**config.mk**
```make
export PLATFORM = sky130hd
export DESIGN_NAME = cmp_companion
export DESIGN_NICKNAME = d
export VERILOG_FILES = /design/src/rtl/cmp_regs_pkg.sv /design/src/rtl/cmp_ctl_regs.sv /design/src/rtl/cmp_gpio_regs.sv /design/src/rtl/cmp_chg_fsm.sv /design/src/rtl/cmp_read_mux.sv /design/src/rtl/cmp_companion.sv
export SDC_FILE = /design/constraint.sdc
export NUM_CORES = 1
export LEC_CHECK = 0
export BUFFER_PORTS_ARGS = -buffer_cell sky130_fd_sc_hd__buf_4
export CAP_MARGIN = 5
export CORE_MARGIN = 4
export CORE_UTILIZATION = 35
export DETAILED_ROUTE_END_ITERATION = 10
export SLEW_MARGIN = 30
export SYNTH_ARGS = -nofsm -noshare
export SYNTH_HDL_FRONTEND = slang
export SYNTH_HIERARCHICAL = 1
export SYNTH_SLANG_ARGS = --single-unit
```
**constraint.sdc**
```tcl
create_clock -name clk -period 4.5 [get_ports clk]
set_clock_uncertainty 0.1 [all_clocks]
set_input_delay 0.675 -clock clk [delete_from_list [all_inputs] [get_ports clk]]
set_output_delay 0.675 -clock clk [all_outputs]
set_load 0.03 [all_outputs]
```
**src/rtl/cmp_regs_pkg.sv**
```systemverilog
package cmp_regs_pkg;

    localparam logic [7:0] OFF_MODE     = 8'h00;
    localparam logic [7:0] OFF_CARD_DET = 8'h04;
    localparam logic [7:0] OFF_STATUS   = 8'h08;
    localparam logic [7:0] OFF_POWER    = 8'h0C;
    localparam logic [7:0] OFF_CARD_CTL = 8'h10;
    localparam logic [7:0] OFF_IRQ_RAW  = 8'h14;
    localparam logic [7:0] OFF_IRQ_MASK = 8'h18;
    localparam logic [7:0] OFF_IRQ_STAT = 8'h1C;
    localparam logic [7:0] OFF_PIN_DIR  = 8'h20;
    localparam logic [7:0] OFF_PIN_LVL  = 8'h24;
    localparam logic [7:0] OFF_PIN_RD   = 8'h28;

    localparam int N_PLAIN = 7;
    localparam int PWR_TRIG_BIT = 7;
    localparam int PWR_LOW_FORCE_BIT = 6;
    localparam logic [15:0] STATUS_READY = 16'h0002;

    typedef enum logic {
        ST_IDLE,
        ST_REPORT
    } rpt_state_e;

    function automatic logic [7:0] plain_offset(input int idx);
        case (idx)
            0: plain_offset = OFF_MODE;
            1: plain_offset = OFF_CARD_DET;
            2: plain_offset = OFF_CARD_CTL;
            3: plain_offset = OFF_IRQ_RAW;
            4: plain_offset = OFF_IRQ_MASK;
            5: plain_offset = OFF_IRQ_STAT;
            default: plain_offset = OFF_PIN_RD;
        endcase
    endfunction

endpackage

```
**src/rtl/cmp_ctl_regs.sv**
```systemverilog
module cmp_ctl_regs
    import cmp_regs_pkg::*;
#(
    parameter int DW = 16,
    parameter int AW = 8
) (
    input  logic                      clk,
    input  logic                      rst_n,
    input  logic                      wr_en,
    input  logic [AW-1:0]             addr,
    input  logic [DW-1:0]             wdata,
    output logic [N_PLAIN-1:0][DW-1:0] plain_q,
    output logic [DW-1:0]             power_q
);

    localparam logic [DW-1:0] PWR_FORCE =
        (DW'(1) << (DW - 1)) | (DW'(1) << PWR_LOW_FORCE_BIT);

    generate
        for (genvar g = 0; g < N_PLAIN; g++) begin : g_plain
            localparam logic [AW-1:0] OFF = AW'(plain_offset(g));
            logic [DW-1:0] q;
            always_ff @(posedge clk or negedge rst_n) begin
                if (!rst_n) begin
                    q <= '0;
                end else if (wr_en && addr == OFF) begin
                    q <= wdata;
                end
            end
            assign plain_q[g] = q;
        end
    endgenerate

    always_ff @(posedge clk or negedge rst_n) begin
        if (!rst_n) begin
            power_q <= '0;
        end else if (wr_en && addr == AW'(OFF_POWER)) begin
            power_q <= wdata | (wdata[PWR_TRIG_BIT] ? PWR_FORCE : '0);
        end
    end

endmodule

```
**src/rtl/cmp_gpio_regs.sv**
```systemverilog
module cmp_gpio_regs
    import cmp_regs_pkg::*;
#(
    parameter int DW = 16,
    parameter int AW = 8
) (
    input  logic          clk,
    input  logic          rst_n,
    input  logic          wr_en,
    input  logic [AW-1:0] addr,
    input  logic [DW-1:0] wdata,
    output logic [DW-1:0] dir_q,
    output logic [DW-1:0] lvl_q,
    output logic [DW-1:0] eff,
    output logic          gpio_wr
);

    logic dir_hit;
    logic lvl_hit;

    assign dir_hit = wr_en && addr == AW'(OFF_PIN_DIR);
    assign lvl_hit = wr_en && addr == AW'(OFF_PIN_LVL);
    assign gpio_wr = dir_hit || lvl_hit;
    assign eff     = lvl_q & dir_q;

    always_ff @(posedge clk or negedge rst_n) begin
        if (!rst_n) begin
            dir_q <= '0;
        end else if (dir_hit) begin
            dir_q <= wdata;
        end
    end

    always_ff @(posedge clk or negedge rst_n) begin
        if (!rst_n) begin
            lvl_q <= '0;
        end else if (lvl_hit) begin
            lvl_q <= wdata & dir_q;
        end
    end

endmodule

```
**src/rtl/cmp_chg_fsm.sv**
```systemverilog
module cmp_chg_fsm
    import cmp_regs_pkg::*;
#(
    parameter int DW = 16
) (
    input  logic          clk,
    input  logic          rst_n,
    input  logic          gpio_wr,
    input  logic [DW-1:0] eff,
    output logic [DW-1:0] reported,
    output logic [DW-1:0] chg
);

    rpt_state_e state_q;
    rpt_state_e state_d;

    always_comb begin
        state_d = state_q;
        unique case (state_q)
            ST_IDLE:   state_d = gpio_wr ? ST_REPORT : ST_IDLE;
            ST_REPORT: state_d = gpio_wr ? ST_REPORT : ST_IDLE;
        endcase
    end

    always_ff @(posedge clk or negedge rst_n) begin
        if (!rst_n) begin
            state_q <= ST_IDLE;
        end else begin
            state_q <= state_d;
        end
    end

    always_ff @(posedge clk or negedge rst_n) begin
        if (!rst_n) begin
            reported <= '0;
        end else if (state_q == ST_REPORT) begin
            reported <= eff;
        end
    end

    always_comb begin
        chg = '0;
        unique case (state_q)
            ST_IDLE:   chg = '0;
            ST_REPORT: chg = reported ^ eff;
        endcase
    end

endmodule

```
**src/rtl/cmp_read_mux.sv**
```systemverilog
module cmp_read_mux
    import cmp_regs_pkg::*;
#(
    parameter int DW = 16,
    parameter int AW = 8
) (
    input  logic [AW-1:0]              addr,
    input  logic [N_PLAIN-1:0][DW-1:0] plain_q,
    input  logic [DW-1:0]              power_q,
    input  logic [DW-1:0]              dir_q,
    input  logic [DW-1:0]              lvl_q,
    output logic [DW-1:0]              rdata
);

    always_comb begin
        rdata = '0;
        for (int i = 0; i < N_PLAIN; i++) begin
            if (addr == AW'(plain_offset(i))) begin
                rdata = plain_q[i];
            end
        end
        if (addr == AW'(OFF_STATUS))  rdata = DW'(STATUS_READY);
        if (addr == AW'(OFF_POWER))   rdata = power_q;
        if (addr == AW'(OFF_PIN_DIR)) rdata = dir_q;
        if (addr == AW'(OFF_PIN_LVL)) rdata = lvl_q;
    end

endmodule

```
**src/rtl/cmp_companion.sv**
```systemverilog
module cmp_companion
    import cmp_regs_pkg::*;
#(
    parameter int DW = 16,
    parameter int AW = 8
) (
    input  logic          clk,
    input  logic          rst_n,
    input  logic          bus_wr,
    input  logic [AW-1:0] bus_addr,
    input  logic [DW-1:0] bus_wdata,
    output logic [DW-1:0] bus_rdata,
    output logic [DW-1:0] pin_out,
    output logic [DW-1:0] pin_chg,
    output logic [DW-1:0] pin_val
);

    logic [N_PLAIN-1:0][DW-1:0] plain_q;
    logic [DW-1:0] power_q;
    logic [DW-1:0] dir_q;
    logic [DW-1:0] lvl_q;
    logic          gpio_wr;

    cmp_ctl_regs #(.DW(DW), .AW(AW)) u_ctl (
        .clk     (clk),
        .rst_n   (rst_n),
        .wr_en   (bus_wr),
        .addr    (bus_addr),
        .wdata   (bus_wdata),
        .plain_q (plain_q),
        .power_q (power_q)
    );

    cmp_gpio_regs #(.DW(DW), .AW(AW)) u_gpio (
        .clk     (clk),
        .rst_n   (rst_n),
        .wr_en   (bus_wr),
        .addr    (bus_addr),
        .wdata   (bus_wdata),
        .dir_q   (dir_q),
        .lvl_q   (lvl_q),
        .eff     (pin_val),
        .gpio_wr (gpio_wr)
    );

    cmp_chg_fsm #(.DW(DW)) u_fsm (
        .clk      (clk),
        .rst_n    (rst_n),
        .gpio_wr  (gpio_wr),
        .eff      (pin_val),
        .reported (pin_out),
        .chg      (pin_chg)
    );

    cmp_read_mux #(.DW(DW), .AW(AW)) u_rd (
        .addr    (bus_addr),
        .plain_q (plain_q),
        .power_q (power_q),
        .dir_q   (dir_q),
        .lvl_q   (lvl_q),
        .rdata   (bus_rdata)
    );

endmodule

```
==> results.json <==
{
  "share_of_the_cycle_needed_by_the_critical_path_after_routing_pct": 82.6,
  "synth_fp_nets": 773,
  "slew_headroom_pct": 36.4,
  "path_clk_slew_ns": 0.07,
  "syn-instance-count": 746,
  "netlist.top_cell.by_area": "dfrtp_1",
  "post_synth.cell_area_avg_sq_um": 12.1,
  "drt-initial-drc-count": 409,
  "ys_top_cells_by_area": "dfrtp_1 (49%), mux2_2 (18%), and2_1 (2.2%)",
  "clock.fmax_ghz": 0.269,
  "number_of_buffers_created_by_cts": 17,
  "worst_hold_path_type": "in2async",
  "mostFrequentLayoutCells": "dfrtp_1 (176), mux2_2 (148), buf_4 (113)",
  "first_pass_detailed_route_iteration_total": 5,
  "cts_max_level": 4,
  "final_hold_violating_endpoints": 0,
  "vias_in_the_first_global_route": 6158,
  "placementRows": 58,
  "drc": 0,
  "finish.net_count": 855,
  "synth_edf_count": 0,
  "mostFrequentLayoutCell": "dfrtp_1",
  "crit_path_max_fanout": 29,
  "route.vias.total": 6303,
  "seq_area_frac_synth_pct": 49.1,
  "start_kind": "primary input",
  "grt_antenna_before_repair": 0,
  "ant_nets": 0,
  "floorplan.initialDensity_pct": 35.7,
  "cts_resized": 0,
  "number_of_diodes": 0,
  "layout_stage_area_growth_over_the_synthesis_result_pct": 17.7,
  "final.hold.worst_slack_ns": 0.0497,
  "cap_viol_max_count": 0,
  "slowest_delay_ns": 0.53,
  "setup_violations": 0,
  "grt_max_degree": 89,
  "cts_num_sinks": 177,
  "asyncSetResetFlopFracSynth_pct": 100,
  "static-leakage-power_nw": 5.16,
  "setup.worst_path.class": "in2out",
  "detail_route.wl_per_cell_microns": 19.4,
  "numPortBuffers": 90,
  "overflow_left_after_global_routing": 0,
  "drive_above_1_share_pct": 39.7,
  "final.setup.tns_ns": 0,
  "design_power_total_w": 0.00350,
  "cellPowerDensity_mw_per_mm2": 330,
  "ioPinCount": 91,
  "grt_util_all_layers_pct": 16.2,
  "gp_routability_congestion": 0.800,
  "detailed_place_hpwl_microns": 15800,
  "setup.worst_path.end_class": "primary output",
  "final-max-slew-violation-count": 0,
  "post_cts_buffers": 0,
  "cts_root_buffer_type": "clkbuf_16",
  "layout.filler_cells": 2398,
  "die_width_microns": 169,
  "floorplan_core_area_sq_mm": 0.0253,
  "drt_wl_total_microns": 22700,
  "cp_bufs_invs": 2,
  "clkLatencyLatePin_ns": 0.42,
  "ys_seq_elements": 177,
  "post-route-min-period_ns": 3.72,
  "synth_area_sq_mm": 0.00903,
  "ys_dominant_reg_cell": "dfrtp_1",
  "grt_first_pass_wirelength_microns": 36700,
  "tritoncts": "built",
  "die_h_microns": 169,
  "viasPerCell": 5.38,
  "synth_warnings": 6,
  "worst_path_max_delay_cell": "or4b_4",
  "crit_family": "simple AND/OR/NAND/NOR gates",
  "ir_worst_vdd_v": 0.000285,
  "synth_cell_type_count": 58,
  "outcome": "complete, no violations",
  "worstMarginPinSlew_ns": 0.954,
  "cts.hold.buffers_added": 0,
  "synth_top_area_share_pct": 49.1,
  "unrepaired_setup_endpoints_after_global_routing": "no",
  "cp_data_required_time_ns": 3.72,
  "dieArea_sq_mm": 0.0284,
  "worst_ep_arrival_time_ns": 2.94,
  "clock_buffer_depth": 2,
  "cp_cell_sequence": "buf_4 > or4b_4 > or2_1 > a21oi_1 > a211oi_1 > a211oi_1 > buf_4"
}
==> metrics by stage <==
step	util (%)	std cells	cell area (sq um)	setup WS [ns]
5_1_grt	42.1	1171	10600	0.665
6_report	42.1	1171	10600	0.785
3_5_place_dp	39.7	1139	10000	0.798
2_1_floorplan	-	746	9030	1.03
4_1_cts	42.1	1171	10600	0.794
3_3_place_gp	39.7	1139	10000	0.812
==> power by group <==
group	switching, W	internal (W)	total (W)
clock network	0.000639	0.000844	0.00148
registers	0.0000463	0.00166	0.00171
logic	0.000178	0.000133	0.000311
==> final timing paths <==
kind | slack (ns) | start | to | cells past startpoint
worst min register to register | 0.40 | u_ctl/g_plain[4].q[10]$_DFFE_PN0P_ | u_ctl/g_plain[4].q[10]$_DFFE_PN0P_ | 1
worst max-delay path | 0.78 | bus_addr[4] | bus_rdata[4] | 7
worst max register to register | 3.20 | u_fsm/state_q$_DFF_PN0_ | u_fsm/reported[3]$_DFFE_PN0P_ | 1
max in group asynchronous | 3.19 | rst_n | u_fsm/state_q$_DFF_PN0_ | 2
worst min-delay path | 0.05 | rst_n | u_ctl/g_plain[1].q[1]$_DFFE_PN0P_ | 1
min in group clk | 0.40 | u_ctl/g_plain[4].q[10]$_DFFE_PN0P_ | u_ctl/g_plain[4].q[10]$_DFFE_PN0P_ | 1
==> metal layers <==
layer	vias up	track usage [%]	wire length (microns)
met3	20	3.04	1260
met5	-	0	0
met2	170	24.7	10400
li1	2913	-	-
met4	0	4.80	348
met1	3200	23.6	10800
==> state kept, by name, summed over array words and instances (netlist names) <==
name / flops
u_gpio/lvl_q: 16
u_ctl/power_q: 16
u_gpio/dir_q: 16
u_fsm/reported: 16
u_ctl/g_plain.q: 112
u_fsm/state_q: 1
==> layout make-up <==
class / instances / area, sq um / area share [%]
Multi-Input combinational cell: 494 / 4220 / 39.8
Sequential cell: 177 / 4430 / 41.7
Inverter: 23 / 86.3 / 0.813
Timing Repair Buffer: 115 / 880 / 8.28
Clock buffer: 19 / 443 / 4.17
Tap cell: 330 / 413 / 3.89
Clock inverter: 13 / 149 / 1.40
==> cells in the mapped netlist (all sizes together) (3+ instances only) <==
cell / count
inv: 23
or4b: 3
nor2b: 16
a21oi: 34
xor2: 16
a2bb2oi: 13
dfrtp: 177
o221a: 14
a211oi: 18
and2: 32
a221oi: 13
mux2i: 19
or3: 4
nor4b: 5
mux2: 158
clkbuf: 29
o21ai: 7
buf: 23
nor3b: 3
nand2b: 14
or4: 4
nor3: 3
o21a: 3
a32o: 11
o22ai: 29
nand2: 21
nor2: 34
==> cells by family (layout without fill, tap and decap cells) <==
group,count (synthesis),in the layout,synth area share (%)
AND/OR/NAND/NOR,148,148,10.0
buffers and inverters,75,170,4.14
AO/OA/AOI/OAI,153,153,13.0
flip-flops,177,177,49.1
multiplexers,177,177,22.2
XOR/XNOR,16,16,1.55
Power figures use the tool's default switching activity.
